<file path="src/rtl/atten_pkg.sv">
package atten_pkg;

    typedef enum logic [1:0] {
        ST_SER_SHIFT = 2'd0,
        ST_SER_XFER  = 2'd1,
        ST_PAR_HOLD  = 2'd2,
        ST_PAR_PASS  = 2'd3
    } ctl_state_e;

endpackage

</file>
<file path="src/rtl/atten_sync.sv">
module atten_sync #(
    parameter int W      = 8,
    parameter int STAGES = 2
) (
    input  logic         clk,
    input  logic         rst_n,
    input  logic [W-1:0] async_in,
    output logic [W-1:0] sync_out
);
    logic [W-1:0] stage_q [STAGES];

    generate
        for (genvar s = 0; s < STAGES; s++) begin : g_stage
            if (s == 0) begin : g_first
                always_ff @(posedge clk or negedge rst_n) begin
                    if (!rst_n) stage_q[s] <= '0;
                    else        stage_q[s] <= async_in;
                end
            end else begin : g_next
                always_ff @(posedge clk or negedge rst_n) begin
                    if (!rst_n) stage_q[s] <= '0;
                    else        stage_q[s] <= stage_q[s-1];
                end
            end
        end
    endgenerate

    assign sync_out = stage_q[STAGES-1];

endmodule

</file>
<file path="src/rtl/atten_shifter.sv">
module atten_shifter #(
    parameter int DEPTH   = 8,
    parameter int FLD_LSB = 2,
    parameter int FLD_W   = 4
) (
    input  logic             clk,
    input  logic             rst_n,
    input  logic             shift_en,
    input  logic             din,
    output logic [FLD_W-1:0] field,
    output logic             sdout
);
    logic [DEPTH-1:0] sr_q;

    always_ff @(posedge clk or negedge rst_n) begin
        if (!rst_n)        sr_q <= '0;
        else if (shift_en) sr_q <= {sr_q[DEPTH-2:0], din};
    end

    assign field = sr_q[FLD_LSB +: FLD_W];
    assign sdout = sr_q[DEPTH-1];

    assert_hold_R3: assert property (@(posedge clk) disable iff (!rst_n)
        !shift_en |=> $stable(sr_q));

    assert_load_R2: assert property (@(posedge clk) disable iff (!rst_n)
        shift_en |=> sr_q[0] == $past(din));

    assert_chain_R6: assert property (@(posedge clk) disable iff (!rst_n)
        shift_en |=> sdout == $past(sr_q[DEPTH-2]));

endmodule

</file>
<file path="src/rtl/atten_ctl_fsm.sv">
module atten_ctl_fsm
    import atten_pkg::*;
#(
    parameter int CW = 4
) (
    input  logic          clk,
    input  logic          rst_n,
    input  logic          mode_s,
    input  logic          le_s,
    input  logic          sclk_s,
    input  logic [CW-1:0] ser_field,
    input  logic [CW-1:0] par_s,
    output logic          shift_en,
    output logic [CW-1:0] ctrl
);
    ctl_state_e state_q, state_d;
    logic       sclk_q;
    logic       sclk_rise;
    logic [CW-1:0] ctrl_q;

    always_ff @(posedge clk or negedge rst_n) begin
        if (!rst_n) sclk_q <= 1'b0;
        else        sclk_q <= sclk_s;
    end
    assign sclk_rise = sclk_s & ~sclk_q;

    always_comb begin
        unique case ({mode_s, le_s})
            2'b10:   state_d = ST_SER_SHIFT;
            2'b11:   state_d = ST_SER_XFER;
            2'b00:   state_d = ST_PAR_HOLD;
            default: state_d = ST_PAR_PASS;
        endcase
    end

    always_ff @(posedge clk or negedge rst_n) begin
        if (!rst_n) state_q <= ST_SER_SHIFT;
        else        state_q <= state_d;
    end

    always_ff @(posedge clk or negedge rst_n) begin
        if (!rst_n) begin
            ctrl_q <= '0;
        end else begin
            unique case (state_q)
                ST_SER_XFER: ctrl_q <= ser_field;
                ST_PAR_PASS: ctrl_q <= par_s;
                default:     ctrl_q <= ctrl_q;
            endcase
        end
    end

    assign shift_en = (state_q == ST_SER_SHIFT) && sclk_rise;
    assign ctrl     = ctrl_q;

    assert_hold_R8: assert property (@(posedge clk) disable iff (!rst_n)
        (state_q == ST_PAR_HOLD) |=> $stable(ctrl_q));

    assert_serhold_R1: assert property (@(posedge clk) disable iff (!rst_n)
        (state_q == ST_SER_SHIFT) |=> $stable(ctrl_q));

    assert_pass_R7: assert property (@(posedge clk) disable iff (!rst_n)
        (state_q == ST_PAR_PASS) |=> ctrl_q == $past(par_s));

    assert_xfer_R4: assert property (@(posedge clk) disable iff (!rst_n)
        (state_q == ST_SER_XFER) |=> ctrl_q == $past(ser_field));

endmodule

</file>
<file path="src/rtl/step_atten_ctrl.sv">
module step_atten_ctrl #(
    parameter int CTRL_W      = 4,
    parameter int SHIFT_DEPTH = 8,
    parameter int CTRL_LSB    = 2,
    parameter int SYNC_STAGES = 2,
    parameter int STEP_DB     = 2,
    localparam int MAX_DB     = STEP_DB * ((1 << CTRL_W) - 1),
    localparam int DB_W       = $clog2(MAX_DB + 1)
) (
    input  logic              clk,
    input  logic              rst_n,
    input  logic              ser_mode,
    input  logic              strobe,
    input  logic              sh_clk,
    input  logic              sh_data,
    input  logic [CTRL_W-1:0] par_bits,
    output logic [CTRL_W-1:0] atten_word,
    output logic [DB_W-1:0]   atten_dbs,
    output logic              chain_out
);
    localparam int SYNC_W = 4 + CTRL_W;

    logic [SYNC_W-1:0] raw_bus, sync_bus;
    logic              mode_s, le_s, sclk_s, sdata_s;
    logic [CTRL_W-1:0] par_s, ser_field;
    logic              shift_en;
    logic [DB_W-1:0]   weight_term [CTRL_W];

    assign raw_bus = {ser_mode, strobe, sh_clk, sh_data, par_bits};

    atten_sync #(.W(SYNC_W), .STAGES(SYNC_STAGES)) u_sync (
        .clk      (clk),
        .rst_n    (rst_n),
        .async_in (raw_bus),
        .sync_out (sync_bus)
    );

    assign {mode_s, le_s, sclk_s, sdata_s, par_s} = sync_bus;

    atten_shifter #(.DEPTH(SHIFT_DEPTH), .FLD_LSB(CTRL_LSB), .FLD_W(CTRL_W)) u_shift (
        .clk      (clk),
        .rst_n    (rst_n),
        .shift_en (shift_en),
        .din      (sdata_s),
        .field    (ser_field),
        .sdout    (chain_out)
    );

    atten_ctl_fsm #(.CW(CTRL_W)) u_fsm (
        .clk       (clk),
        .rst_n     (rst_n),
        .mode_s    (mode_s),
        .le_s      (le_s),
        .sclk_s    (sclk_s),
        .ser_field (ser_field),
        .par_s     (par_s),
        .shift_en  (shift_en),
        .ctrl      (atten_word)
    );

    generate
        for (genvar i = 0; i < CTRL_W; i++) begin : g_weight
            assign weight_term[i] = atten_word[i] ? DB_W'(STEP_DB << i) : '0;
        end
    endgenerate

    always_comb begin
        atten_dbs = '0;
        for (int i = 0; i < CTRL_W; i++) atten_dbs = atten_dbs + weight_term[i];
    end

    assert_range_R9: assert property (@(posedge clk) disable iff (!rst_n)
        (atten_dbs <= DB_W'(MAX_DB)) && ((atten_dbs % DB_W'(STEP_DB)) == '0));

    assert_parquiet_R11: assert property (@(posedge clk) disable iff (!rst_n)
        (!mode_s && !$past(!mode_s ? 1'b0 : 1'b1)) |-> $stable(chain_out));

endmodule

</file>
<file path="config.mk">
export PLATFORM = sky130hd
export DESIGN_NAME = step_atten_ctrl
export DESIGN_NICKNAME = d
export VERILOG_FILES = /design/src/rtl/atten_pkg.sv /design/src/rtl/atten_sync.sv /design/src/rtl/atten_shifter.sv /design/src/rtl/atten_ctl_fsm.sv /design/src/rtl/step_atten_ctrl.sv
export SDC_FILE = /design/constraint.sdc
export NUM_CORES = 1
export LEC_CHECK = 0
export BUFFER_PORTS_ARGS = -buffer_cell sky130_fd_sc_hd__buf_2
export CORE_MARGIN = 4
export CORE_UTILIZATION = 35
export DETAILED_ROUTE_END_ITERATION = 12
export GPL_TIMING_DRIVEN = 1
export PLACE_DENSITY_LB_ADDON = 0.3
export SLEW_MARGIN = 20
export SYNTH_ARGS = -nofsm -noshare
export SYNTH_HDL_FRONTEND = slang
export SYNTH_SLANG_ARGS = --single-unit
</file>
<file path="constraint.sdc">
create_clock -name clk -period 1.4 [get_ports clk]
set_input_delay 0.07 -clock clk [delete_from_list [all_inputs] [get_ports clk]]
set_output_delay 0.07 -clock clk [all_outputs]
set_load 0.02 [all_outputs]
</file>
# After elaboration in Yosys (flattened, before gate mapping)

Index checks and enable logic that the tools add are counted.

Add/sub/neg operators: 3
Equal/unequal tests: 4
Muxes and demuxes: 6
Bitwise gates (word level): 2
Reduce and logical (&&, ||, !) cells: 4

Operator list:

| cell                                                 | number |
|---|---|
| one-hot mux 4 bit (2 select lines)                   | 1 |
| equality test 2 bit (second input constant)          | 3 |
| one-hot mux 2 bit (3 select lines)                   | 1 |
| adder 4 x 4 -> 5 bit                                 | 1 |
| adder 5 bit                                          | 1 |
| 2-to-1 mux 5 bit                                     | 1 |
| adder 2 x 3 -> 4 bit                                 | 1 |
| zero test 2 bit                                      | 2 |
| 2-to-1 mux 4 bit                                     | 1 |
| 2-to-1 mux 3 bit                                     | 1 |
| equality test 2 x 1 -> 1 bit (second input constant) | 1 |
| 2-to-1 mux 2 bit                                     | 1 |
| nonzero test 2 bit                                   | 1 |
| bitwise AND 1 bit                                    | 1 |
| logical AND 1 bit                                    | 1 |
| inverter 1 bit                                       | 1 |

Flip-flop bits (word level): 31
Bits of input ports: 10
Output and inout bits: 10

# Logic depth before layout (Yosys ltp)

Gate-level depths: netlist (run 1).

Depth after elaboration: 4
Gate-level depth with buffers: 3

# Hierarchy

Synthesis (run 1) repeated with hierarchy kept, for this count alone.

Cells, all modules: 75
Area, all modules: 1152.4 µm²

By module, submodules not included:

| module          | instances | cells an instance | area an instance (µm²) | seq. area each (µm²) |
|---|---|---|---|---|
| atten_sync      | 1         | 24                | 460.4                  | 400.4 |
| atten_shifter   | 1         | 21                | 361.6                  | 200.2 |
| atten_ctl_fsm   | 1         | 24                | 289.0                  | 175.2 |
| step_atten_ctrl | 1         | 6                 | 41.3                   | 0.0 |

# Worst setup path after synthesis (run 1)

OpenSTA, ideal clock, no wires.

Kind: register to register
Start: reg u_fsm.state_q[0]
End: reg u_shift.sr_q[0]
Arrival time: 1.320 ns
Data required time: 1.275 ns
Setup slack: -0.045 ns
Cell stages (with the launch flop): 4
Period minus slack after synthesis: 1.445 ns
Cells stage by stage: dfrtp_1 buf_6 nor4b_4 mux2_2

Longest elaborated chain between the ends: 2

RTL lines:

| what                     | RTL line            | text |
|---|---|---|
| start: declaration       | atten_ctl_fsm.sv:16 | `ctl_state_e state_q, state_d;` |
| start signal: assignment | atten_ctl_fsm.sv:38 | `else state_q <= state_d;` |
| zero test 2 bit          | atten_ctl_fsm.sv:53 | `assign shift_en = (state_q == ST_SER_SHIFT) && sclk_rise;` |
| logical AND 1 bit        | atten_ctl_fsm.sv:53 |  |
| end signal: assignment   | atten_shifter.sv:17 | `else if (shift_en) sr_q <= {sr_q[DEPTH-2:0], din};` |
| end: declaration         | atten_shifter.sv:13 | `logic [DEPTH-1:0] sr_q;` |

Every way passes these cells.
A chain may end at the register's enable or synchronous reset.

# Final worst setup path (run 1)

Start: reg u_fsm.state_q[1]
End: reg u_shift.sr_q[7]

Same word-level chain as after synthesis.

==> results of run 1 <==
-- how the worst max path moves through the flow --
stage                           end  slack (ns)  cells past startpoint
global route        u_shift.sr_q[6]        0.01                      3
detailed placement  u_shift.sr_q[1]        0.06                      3
floorplan           u_shift.sr_q[0]       -0.04                      3
finish              u_shift.sr_q[7]        0.08                      3
CTS                 u_shift.sr_q[7]        0.05                      3
global placement    u_shift.sr_q[1]        0.09                      3
-- logic make-up (layout without fill, tap and decap cells) --
kind of cell / count (synthesis) / in the layout / share of synthesized area
flip-flops: 31 / 31 / 0.749
multiplexers: 12 / 12 / 0.126
buffers and inverters: 9 / 39 / 0.0652
AND/OR/NAND/NOR: 5 / 5 / 0.0374
AO/OA/AOI/OAI: 4 / 4 / 0.0193
other: 1 / 1 / 0.00362
-- area by class of cell --
cell class	count	area [µm²]	share of cell area
clock buffers	5	37.5	0.0296
flip-flops and latches	31	776	0.611
clock inverters	3	15.0	0.0118
well taps	31	38.8	0.0305
inverters	1	3.75	0.00296
multi-input cells	22	193	0.152
repair buffers	30	206	0.163
-- registers in the layout, summed over array words and instances, names as in the netlist --
register	cells
u_sync.stage_q	8
u_shift.sr_q	8
u_fsm.sclk_q	1
u_fsm.state_q	2
u_sync.sync_out	8
u_fsm.ctrl	4
-- report_power, final --
part / total (W) / internal, W / switching [W]
clock: 0.000467 / 0.000186 / 0.000281
sequential: 0.00104 / 0.000990 / 0.0000509
combinational: 0.000234 / 0.000114 / 0.000120
-- placed cells by master (no fill, tap or decap) --
cell | synthesis | final
conb_1 | 1 | 1
buf_6 | 2 | 1
a21oi_1 | 4 | 4
clkbuf_4 | 0 | 5
nor2_1 | 4 | 4
buf_2 | 0 | 18
inv_1 | 1 | 1
dlygate4sd3_1 | 0 | 9
buf_4 | 5 | 2
nor4b_4 | 1 | 1
dfrtp_1 | 31 | 31
mux2_2 | 8 | 8
mux2i_1 | 4 | 4
clkinv_2 | 0 | 3
-- per-stage QoR --
| stage | cells | TNS [ns] | util | power, W |
|---|---|---|---|---|
| global route | 123 | 0 | 0.457 | 0.00187 |
| CTS | 123 | 0 | 0.455 | 0.00178 |
| global placement | 106 | 0 | 0.404 | 0.00127 |
| floorplan | 62 | -0.359 | - | 0.00122 |
| detailed placement | 106 | 0 | 0.404 | 0.00128 |
| finish | 123 | 0 | 0.457 | 0.00174 |
-- metal layers --
| metal | share of wire | track usage | up-vias |
|---|---|---|---|
| met1 | 0.42 | 0.106 | 246 |
| met5 | 0 | 0 | - |
| met3 | 0.10 | 0.0647 | 5 |
| met2 | 0.44 | 0.119 | 23 |
| met4 | 0.030 | 0.0557 | 0 |
| li1 | - | - | 253 |
-- worst max-delay path: cells and delay by family, from the launching register on --
family	cells	cell delay [ns]
mux	1	0.33
buf+inv	1	0.17
flops	1	0.41
simple gates	1	0.30
-- what timing repair did --
| item | 4_1_cts | 5_1_grt |
|---|---|---|
| endpoints found under the setup margin | 0 | 3 |
| gates resized for setup | 0 | 1 |
| hold buffers | 9 | 0 |
| endpoints found under the hold margin | 39 | 0 |
==> reports/metrics.csv, run 1 <==
metric;value;unit
Setup CP Type;flip-flop to flip-flop;
P per Cell Area;1370;nW/µm²
Synth Instances;62;
worst r2r src;u_fsm.state_q[1];
core area;2780;µm²
Overflow after GRT;0;
first-pass GRT wire length;2.64;mm
Worst-path clk slew;0.09;ns
post-route ant nets;0;
final setup vio count;0;
sequential cell area fraction in the yosys report;0.749;
clock buffer depth;2;
fin worst setup slack;0.0819;ns
nets@finish;101;
DRC;0;
Worst path slowest cell;dfrtp_1;
hpwl dp;890;µm
CP Launch Point;u_fsm.state_q[1];
number of cell rows;19;
gr usage total;0.0909;
CTS Buf Count;5;
cell type with the largest total area after synthesis;dfrtp_1;
Worst Tran Pin Value;0.657;ns
final hold violations;0;
LEAKAGE;0.625;nW
pre-CTS setup slack;0.0566;ns
Post-synth EDFFs;0;
Peak Freq;759;MHz
Post-Syn Area;1040;µm²
Die Y;62.4;µm
FF-to-FF End;u_shift.sr_q[7];
run status;finished, final reports clean;
CTS H-Tree Depth;2;
initial antenna violation count;0;
top-count cell post-synth;dfrtp_1;
vias in the first global route;596;
TritonCTS clock tree;built;
# port buffers;18;
DR WL/cell;11.2;µm
I/O pin count;20;
Syn. warnings;0;
Net Count, Synth;72;
layout cells sized above 1;0.413;
Peak VDD IR;0.807;mV
Worst EP arrival;1.53;ns
RSZ-0062 raised after global routing;false;
effective utilization at floorplan;0.372;
Critical Path, Cell by Cell;nor4b_4, buf_6, mux2_2;
clk_skew;0.00449;ns
Startpoint Class;flip-flop;
Max-Cap Viols;0;
Unique masters post-synth;11;
final instance area;1270;µm²
worst r2r path cells;3;
Worst Hold Class;input pin to async pin;
Pre-antenna DRT Iters;2;
critical path capture point type;flip-flop;
fillcell total;253;
DRT Wirelength;1.38;mm
largest net degree at the start of global routing;32;
fin crit share;0.942;
max-slew violation count;0;
post-synthesis register bit count;31;
top cells by area, synth;dfrtp_1 (75%), mux2_2 (8.7%), mux2i_1 (3.9%);
drt via density;4.28;
Area growth syn-to-layout;22.6;%
most frequently used flop master after synthesis;dfrtp_1;
CP Max Fanout;8;
FF-to-FF setup slack;0.08;ns
Placed Area;1120;µm²
syn avg cell area;16.7;µm²
routed vias;527;
relative slew slack;0.562;
root buf cell;clkbuf_4;
Ant. Diodes;0;
Worst Path Required;1.61;ns
Clk Latency, worst-skew pair;0.32;ns
ys async rst share;1.00;
die width;62.4;µm
Hold WS;0.309;ns
post-route minimum period;1.32;ns
top-area cell type share of the netlist area;0.749;
Sink Count;31;
max incr delay on CP;0.41;ns
Initial DRC Count;26;
most common library cells after synthesis;dfrtp_1 (31), mux2_2 (8), buf_4 (5);
final weighted congestion in routability-driven placement;0.704;
Die Area;3890;µm²
# Post-CTS Setup Buffers;0;
No activity file was read; power rests on OpenSTA's default activity.
==> inputs of run 2 (changes only) <==
--- a/config.mk
+++ b/config.mk
@@ -14,4 +14,5 @@
 export SLEW_MARGIN = 20
 export SYNTH_ARGS = -nofsm -noshare
 export SYNTH_HDL_FRONTEND = slang
+export SYNTH_HIERARCHICAL = 1
 export SYNTH_SLANG_ARGS = --single-unit
==> run 2 against run 1 <==
Compared with the run above:
- sequential share of layout area fell by 1.5 points
- register-to-register slack about the same
- worst setup slack worse by 0.0026 ns
- routed wire length up 4.3%
- area after synthesis up 11%
- largest cell class unchanged
==> reports/metrics.csv, run 2 <==
metric;value;unit
run status;finished, final reports clean;
fin crit share;0.943;
fillcell total;295;
Area growth syn-to-layout;12.9;%
Worst path slowest cell;dfrtp_1;
root buf cell;clkbuf_4;
routed vias;520;
Worst EP arrival;1.53;ns
gr usage total;0.0828;
Synth Area in Compound Gates;0.0174;
largest net degree at the start of global routing;32;
top-count cell post-synth;dfrtp_1;
die width;65.4;µm
CP delay by family, top;flip-flops;
TritonCTS clock tree;built;
most common library cells after synthesis;dfrtp_1 (31), buf_4 (17), mux2_4 (8);
metal2 WL;607;µm
top cells by area, synth;dfrtp_1 (67%), buf_4 (11%), mux2_4 (10%);
Net Count, Synth;85;
Post-Layout Cell Count;136;
I/O pin count;20;
Initial DRC Count;9;
initial antenna violation count;0;
DR top layer;met4;
FF+latch area;776;µm²
Peak Freq;757;MHz
Worst-path clk slew;0.09;ns
sequential cell area fraction in the yosys report;0.673;
Worst Hold Class;input pin to async pin;
fin worst setup slack;0.0793;ns
top-area cell type share of the netlist area;0.673;
layout cells sized above 1;0.391;
adder-cell share of the synthesized area;0;
Tot Pwr;0.00178;W
Post-Synth XOR/XNOR Area;0;
ys async rst share;1.00;
CTS resizes;0;
Clk Latency, worst-skew pair;0.32;ns
DRC;0;
DRT Wirelength;1.44;mm
Worst Tran Pin Value;0.655;ns
clk_skew;0.00342;ns
drt via density;3.82;
# Post-CTS Setup Buffers;0;
Comb pwr share;0.148;
first-pass GRT wire length;2.39;mm
Pre-antenna DRT Iters;4;
Setup CP Type;flip-flop to flip-flop;
relative slew slack;0.564;
core area;3100;µm²
CP Max Fanout;8;
# port buffers;18;
Power Internal;0.00133;W
clock share of power;0.263;
effective utilization at floorplan;0.371;
setup_tns;0;ns
commonest non-fill, non-tap cell in the layout;dfrtp_1;
number of cell rows;20;
post-route minimum period;1.32;ns
post-synthesis mux area share;0.139;
Post-CTS Hold Buffers;9;
pre-CTS setup slack;0.0778;ns
worst r2r src;u_fsm/state_q[1];
Overflow after GRT;0;
post-route ant nets;0;
FF-to-FF setup slack;0.08;ns
Peak VDD IR;0.637;mV
max incr delay on CP;0.39;ns
max-slew violation count;0;
Ant. Diodes;0;
Die Y;65.4;µm
main combinational cell family by area after synthesis;buffers and inverters;
vias in the first global route;511;
FF-to-FF End;u_shift/sr_q[2];
synthesized-area fraction occupied by and/or/nand/nor cells;0.0261;
Seq pwr share;0.589;
Critical Path, Cell by Cell;nor4b_2, buf_4, mux2_4;
critical path capture point type;flip-flop;
CP bufs+invs;1;
multi-input logic area;214;µm²
cell type with the largest total area after synthesis;dfrtp_1;
nets@finish;101;
LEAKAGE;0.628;nW
switching power;0.000453;W
CTS Buf Count;5;
Synth Instances;75;
Post-synth EDFFs;0;
Worst Path Required;1.61;ns
Hold WS;0.298;ns
final setup vio count;0;
DP Cell Count;119;
final weighted congestion in routability-driven placement;0.717;
RSZ-0062 raised after global routing;false;
CTS H-Tree Depth;2;
Syn. warnings;6;
final hold violations;0;
worst r2r path cells;3;
CP Launch Point;u_fsm/state_q[1];
Metal-1 WL;672;µm
Sw Share;0.255;
Max-Cap Viols;0;
P per Cell Area;1370;nW/µm²
Startpoint Class;flip-flop;
Die Area;4270;µm²
Unique masters post-synth;12;
post-synthesis register bit count;31;
clock buffer depth;2;
metal3 WL;123;µm
Post-Syn Area;1150;µm²
Sink Count;31;
most frequent cells in the layout;dfrtp_1 (31), buf_2 (18), dlygate4sd3_1 (9), mux2_4 (8), clkbuf_4 (5);
DR WL/cell;10.6;µm
syn avg cell area;15.4;µm²
most frequently used flop master after synthesis;dfrtp_1;
## run 2: changes by cell type in the layout (fill, tap and decap cells not counted), sizes merged
cell,change
clkinv,-2
clkbuf,+2
## run 2: how the worst max path moves through the flow
stage / end / slack (ns) / depth (start not counted)
after detailed placement: u_shift/sr_q[0] / 0.08 / 3
after global routing: u_shift/sr_q[3] / 0.03 / 3
after floorplan: u_shift/sr_q[0] / 0.04 / 4
final: u_shift/sr_q[2] / 0.08 / 3
after CTS: u_shift/sr_q[3] / 0.07 / 3
after global placement: u_shift/sr_q[2] / 0.1 / 3
## run 2: area by class of cell
cell class / count / area share
Timing Repair Buffer: 30 / 0.156
Inverter: 1 / 0.00288
Clock buffer: 7 / 0.0346
Multi-Input combinational cell: 22 / 0.164
Clock inverter: 1 / 0.00385
Tap cell: 44 / 0.0423
Sequential cell: 31 / 0.596
## run 2: kinds of logic (layout without fill, tap and decap cells)
family | after synthesis | in the layout
other | 1 | 1
DFF | 31 | 31
muxes | 12 | 12
AOI/OAI and AO/OA | 4 | 4
and+or+nand+nor | 5 | 5
buffers and inverters | 22 | 39
## run 2: per-layer routing
metal,track usage,up-vias
li1,-,254
met1,0.0915,240
met2,0.110,19
met3,0.0615,7
met4,0.0544,0
met5,0,-
## run 2: metrics by stage
stage | utilization | cell area [µm²]
CTS | 0.419 | 1300
global placement | 0.374 | 1160
global route | 0.419 | 1300
floorplan | - | 1150
finish | 0.419 | 1300
detailed placement | 0.374 | 1160
## run 2: power groups by stage
stage | clock network (W) | registers [W] | logic, W
after global placement | 0 | 0.00106 | 0.000245
after global routing | 0.000539 | 0.00106 | 0.000285
after floorplan | 0 | 0.00108 | 0.000230
after detailed placement | 0 | 0.00107 | 0.000246
final | 0.000468 | 0.00105 | 0.000263
after CTS | 0.000501 | 0.00105 | 0.000267
